==> src/rtl/cfgkey_pkg.sv <==
package cfgkey_pkg;

  typedef enum logic [1:0] {
    LK_SHUT = 2'd0,
    LK_HALF = 2'd1,
    LK_OPEN = 2'd2
  } lk_state_t;

  // Reset value of each configuration register
  function automatic logic [7:0] cr_default(input int idx);
    case (idx)
      0:       cr_default = 8'h3B;
      1:       cr_default = 8'h9F;
      2:       cr_default = 8'hDC;
      3:       cr_default = 8'h78;
      6:       cr_default = 8'hFF;
      default: cr_default = 8'h00;
    endcase
  endfunction

endpackage

==> src/rtl/cfgkey_seq.sv <==
// Unlock sequencer: counts consecutive key writes, opens and closes the bank.
module cfgkey_seq
  import cfgkey_pkg::*;
(
  input  logic clk,
  input  logic rst,
  input  logic acc_any,   // any bus access this cycle
  input  logic key_wr,    // key byte written to the index port
  input  logic exit_wr,   // exit byte written to the index port
  output logic open_o
);

  lk_state_t st_q, st_d;

  always_comb begin
    st_d = st_q;
    case (st_q)
      LK_SHUT: if (key_wr) st_d = LK_HALF;
      LK_HALF: if (acc_any) st_d = key_wr ? LK_OPEN : LK_SHUT;
      LK_OPEN: if (exit_wr) st_d = LK_SHUT;
      default: st_d = LK_SHUT;
    endcase
  end

  always_ff @(posedge clk) begin
    if (rst) st_q <= LK_SHUT;
    else     st_q <= st_d;
  end

  assign open_o = (st_q == LK_OPEN);

endmodule

==> src/rtl/cfgkey_bank.sv <==
// Register bank with per-register reset defaults and one read-only slot.
module cfgkey_bank
  import cfgkey_pkg::*;
#(
  parameter int         NREG   = 16,
  parameter int         RO_IDX = 13,
  parameter logic [7:0] RO_VAL = 8'h65,
  localparam int        IDX_W  = $clog2(NREG)
) (
  input  logic              clk,
  input  logic              rst,
  input  logic              we,
  input  logic [IDX_W-1:0]  widx,
  input  logic [7:0]        wdata,
  input  logic [IDX_W-1:0]  ridx,
  output logic [7:0]        rdata,
  output logic [NREG*8-1:0] flat
);

  for (genvar g = 0; g < NREG; g++) begin : g_reg
    if (g == RO_IDX) begin : g_ro
      assign flat[g*8 +: 8] = RO_VAL;
    end else begin : g_rw
      logic [7:0] q;
      always_ff @(posedge clk) begin
        if (rst)                                q <= cr_default(g);
        else if (we && (widx == IDX_W'(g)))     q <= wdata;
      end
      assign flat[g*8 +: 8] = q;
    end
  end

  assign rdata = flat[ridx*8 +: 8];

endmodule

==> src/rtl/cfg_unlock.sv <==
// Top: port decode, index register, registered read path.
module cfg_unlock
  import cfgkey_pkg::*;
#(
  parameter int              ADDR_W    = 10,
  parameter logic [ADDR_W-1:0] BASE_PORT = 10'h3F0,
  parameter logic [7:0]      KEY_BYTE  = 8'h55,
  parameter logic [7:0]      EXIT_BYTE = 8'hAA,
  parameter int              NREG      = 16,
  parameter int              RO_IDX    = 13,
  parameter logic [7:0]      RO_VAL    = 8'h65
) (
  input  logic              clk,
  input  logic              rst,
  input  logic [ADDR_W-1:0] bus_addr,
  input  logic              bus_wr,
  input  logic              bus_rd,
  input  logic [7:0]        bus_wdata,
  output logic [7:0]        rd_data,
  output logic              rd_valid,
  output logic              cfg_mode,
  output logic [NREG*8-1:0] cfg_regs
);

  localparam int               IDX_W     = $clog2(NREG);
  localparam logic [ADDR_W-1:0] DATA_PORT = ADDR_W'(BASE_PORT + 1'b1);

  logic is_idx, is_dat, open_s;
  logic key_wr, exit_wr, acc_any;
  logic [7:0] idx_q;
  logic idx_ok;
  logic bank_we;
  logic [7:0] bank_rd;

  assign is_idx  = (bus_addr == BASE_PORT);
  assign is_dat  = (bus_addr == DATA_PORT);
  assign acc_any = bus_wr | bus_rd;
  assign key_wr  = bus_wr & is_idx & (bus_wdata == KEY_BYTE);
  assign exit_wr = bus_wr & is_idx & (bus_wdata == EXIT_BYTE);
  assign idx_ok  = ((idx_q >> IDX_W) == 8'd0);

  cfgkey_seq u_seq (
    .clk     (clk),
    .rst     (rst),
    .acc_any (acc_any),
    .key_wr  (key_wr),
    .exit_wr (exit_wr),
    .open_o  (open_s)
  );

  // Index register: written while open, cleared on exit
  always_ff @(posedge clk) begin
    if (rst)                               idx_q <= 8'h00;
    else if (open_s && exit_wr)            idx_q <= 8'h00;
    else if (open_s && bus_wr && is_idx)   idx_q <= bus_wdata;
  end

  assign bank_we = open_s & bus_wr & is_dat & idx_ok;

  cfgkey_bank #(
    .NREG   (NREG),
    .RO_IDX (RO_IDX),
    .RO_VAL (RO_VAL)
  ) u_bank (
    .clk   (clk),
    .rst   (rst),
    .we    (bank_we),
    .widx  (idx_q[IDX_W-1:0]),
    .wdata (bus_wdata),
    .ridx  (idx_q[IDX_W-1:0]),
    .rdata (bank_rd),
    .flat  (cfg_regs)
  );

  // Registered read response
  always_ff @(posedge clk) begin
    if (rst) begin
      rd_data  <= 8'h00;
      rd_valid <= 1'b0;
    end else begin
      rd_valid <= open_s & bus_rd & (is_idx | is_dat);
      if (open_s && bus_rd && is_idx)      rd_data <= idx_q;
      else if (open_s && bus_rd && is_dat) rd_data <= idx_ok ? bank_rd : 8'h00;
      else                                 rd_data <= 8'h00;
    end
  end

  assign cfg_mode = open_s;

endmodule

==> config.mk <==
export PLATFORM = sky130hd
export DESIGN_NAME = cfg_unlock
export DESIGN_NICKNAME = d
export VERILOG_FILES = /design/src/rtl/cfgkey_pkg.sv /design/src/rtl/cfgkey_seq.sv /design/src/rtl/cfgkey_bank.sv /design/src/rtl/cfg_unlock.sv
export SDC_FILE = /design/constraint.sdc
export NUM_CORES = 1
export LEC_CHECK = 0
export ABC_CLOCK_PERIOD_IN_PS = 3000
export BUFFER_PORTS_ARGS = -buffer_cell sky130_fd_sc_hd__buf_2
export CAP_MARGIN = 5
export CORE_UTILIZATION = 58
export CTS_BUF_LIST = sky130_fd_sc_hd__clkbuf_4 sky130_fd_sc_hd__clkbuf_8 sky130_fd_sc_hd__clkbuf_16
export CTS_CLUSTER_DIAMETER = 60
export CTS_CLUSTER_SIZE = 10
export DETAILED_ROUTE_END_ITERATION = 8
export PLACE_DENSITY = 0.9
export SKIP_CTS_REPAIR_TIMING = 1
export SLEW_MARGIN = 20
export SYNTH_ARGS = -nofsm -noshare
export SYNTH_HDL_FRONTEND = slang
export SYNTH_SLANG_ARGS = --single-unit
==> constraint.sdc <==
create_clock -name clk -period 3 [get_ports clk]
set_input_delay 0.6 -clock clk [delete_from_list [all_inputs] [get_ports clk]]
set_output_delay 0.6 -clock clk [all_outputs]
set_load 0.05 [all_outputs]
==> metrics.csv <==
stage,metric,value,unit
sta,highest clock rate,0.384,GHz
final_layout,# nets final,799,
cts,clock sink total,139,
synth,most area-consuming cells after synthesis,"dfxtp_1 43%, mux2i_1 17%, nor2_1 6.8%",
sta,Setup Skew,6.79,ps
die,Die Ht,108,µm
synth,dominant cell type by area after synthesis,dfxtp_1,
sta,Slew Limit Fails,0,
cts,CTS buffer count,17,
detailed_routing,drt total wl,20000,µm
cts,Max Buffers Root-to-Sink,2,
detailed_routing,# DRC,0,
detailed_routing,Antenna Nets Post-Route,0,
sta,RSZ-0062 raised after global routing,no,
grt,vias in the first global route,5664,
synth,Yosys top cell area share,0.429,
detailed_routing,post-DR vias/cell,6.38,
sta,final hold violation count,0,
synth,synthesized area,6490,µm²
run,max-cap viol count,0,
sta,Fin Setup TNS,0,ps
critical_path,CP Class,reg -> reg,
synth,fraction of registers with async set/reset,0,
synth,top_reg_cell synth,dfxtp_1,
grt,first-pass GRT wire length,30700,µm
die,Initial Util,0.596,
grt,Total GRT Usage,0.356,
detailed_routing,number of DRC markers in iteration 0,659,
critical_path,CP max FO,15,
synth,Post-synth EDFFs,0,
sta,final period utilization,0.868,
outcome,status,"complete, no violations",
placed_design,Port Buffers,151,
synth,Netlist cell types,51,
synth,Post-Syn Instances,648,
cts,clk slew on worst S/H paths,60,ps
power,leak pwr,3.87,nW
sta,Least-Margin Pin Slew,886,ps
synth,Syn. warnings,0,
grt,initial antenna violation count,0,
cts,H-tree Lvls,4,
power,Pwr per Cell Area,550,nW/µm²
critical_path,worst endpoint data arrival time,2990,ps
grt,largest net degree at the start of global routing,70,
critical_path,Startpoint Class,flop,
detailed_routing,drt wl/cell,21.5,µm
detailed_routing,via count,5929,
final_layout,layout cells sized above 1,0.320,
final_layout,Non-Filler Instances,930,
die,# IOs,160,
die,core area,10900,µm²
placed_design,hpwl dp,13000,µm
placed_design,placed cells,898,
synth,Post-synth top cells,"139 x dfxtp_1, 117 x nor2_1, 109 x mux2i_1",
sta,final setup violation count,0,
power,Peak VDD IR,0.000413,V
cts,worst skew pair latency,540,ps
detailed_routing,total iterations of the first detailed-routing run,6,
critical_path,required time of the worst setup path,3380,ps
cts,CTS tree,done,
worst_hold_path,Tightest Hold Check Type,in -> reg,
synth,"count leader, synth",dfxtp_1,
final_layout,Layout fillers,722,
sta,relative slew slack,0.409,
grt,total grt overflow,0,
final_layout,"Area growth, synth to finish",22.5,%
die,die area,11600,µm²
synth,#FFs+latches synth,139,
synth,sequential fraction of the synthesis area,0.429,
synth,Synth Area per Inst,10.0,µm²
die,Rows,38,
placed_design,GP Congestion,0.891,
cts,Root Driver,clkbuf_8,
die,DIE WIDTH,108,µm
sta,Tmin final,2600,ps
critical_path,Crit. End Element,flop,
final_layout,Diodes inserted,0,
## final timing paths
check                           slack (ps)  depth (start not counted)                      start                   endpoint
worst min-delay path                   430                          3                     bus_rd                   rd_valid
worst max register to register         400                          6                   idx_q[0]  u_bank.g_reg[5].g_rw.q[6]
worst max-delay path                   400                          6                   idx_q[0]  u_bank.g_reg[5].g_rw.q[6]
worst min register to register         520                          1  u_bank.g_reg[3].g_rw.q[3]  u_bank.g_reg[3].g_rw.q[3]
## registers in the layout, summed over array words and instances (netlist names)
register and flops:
idx_q 8, u_seq.st_q 2, u_bank.g.g_rw.q 120, rd_data 8, rd_valid 1
## critical path, cell delays in order (launching register included)
cell	delay, ps
dfxtp_1	780
nand2b_1	430
or3_4	450
nor4_4	190
buf_4	250
mux2i_1	250
nor2_1	90
## where the power goes
group	internal, mW	total (mW)	switching [mW]
clock	1.57	2.40	0.827
combinational	0.0219	0.134	0.112
sequential	1.85	1.85	0.0000000455
total	3.44	4.38	0.939
## layer usage
layer / wire length (µm) / up-vias / part of all wire / global-route usage
met1: 7250 / 2855 / 0.36 / 0.425
met4: 997 / 0 / 0.050 / 0.191
met5: 0 / - / 0 / 0
li1: - / 2564 / - / -
met3: 2060 / 105 / 0.10 / 0.0956
met2: 9700 / 405 / 0.48 / 0.583
## placed cells by master (no fill, tap or decap), types with 10 or more instances in the layout
| master | count |
|---|---|
| mux2_2 | 12 |
| nand3_1 | 10 |
| a211o_1 | 31 |
| buf_4 | 20 |
| dfxtp_1 | 138 |
| buf_2 | 150 |
| mux4_2 | 16 |
| inv_1 | 10 |
| nand2_1 | 16 |
| nor2b_1 | 17 |
| nor2_1 | 117 |
| mux2i_1 | 109 |
| clkbuf_16 | 16 |
## cell families (layout without fill, tap and decap cells)
logic type / after synthesis / in the layout / share of synthesized area
other: 2 / 8 / 0.00116
AND/OR/NAND/NOR: 221 / 221 / 0.185
multiplexers: 137 / 137 / 0.244
flip-flops: 139 / 139 / 0.429
AO/OA/AOI/OAI: 73 / 73 / 0.0858
buffers and inverters: 76 / 212 / 0.0547
## cell type report
class | count | area, µm² | area share
Tap cell | 140 | 175 | 0.0220
Clock buffer | 19 | 442 | 0.0555
Clock inverter | 13 | 238 | 0.0299
Timing Repair Buffer | 170 | 901 | 0.113
Inverter | 10 | 37.5 | 0.00472
Multi-Input combinational cell | 439 | 3380 | 0.425
Sequential cell | 139 | 2780 | 0.350
## stage by stage
step                cell area [µm²]   util  worst slack (ps)  hold WS [ps]  power [mW]
global placement               7270  0.668               611           477        2.01
finish                         7950  0.731               396           432        4.38
global route                   7950  0.731               261           451        4.47
floorplan                      6520      -               932           480        1.99
detailed placement             7270  0.668               539           498        2.01
CTS                            7950  0.731               468           418        4.38
Power figures use the tool's default switching activity.
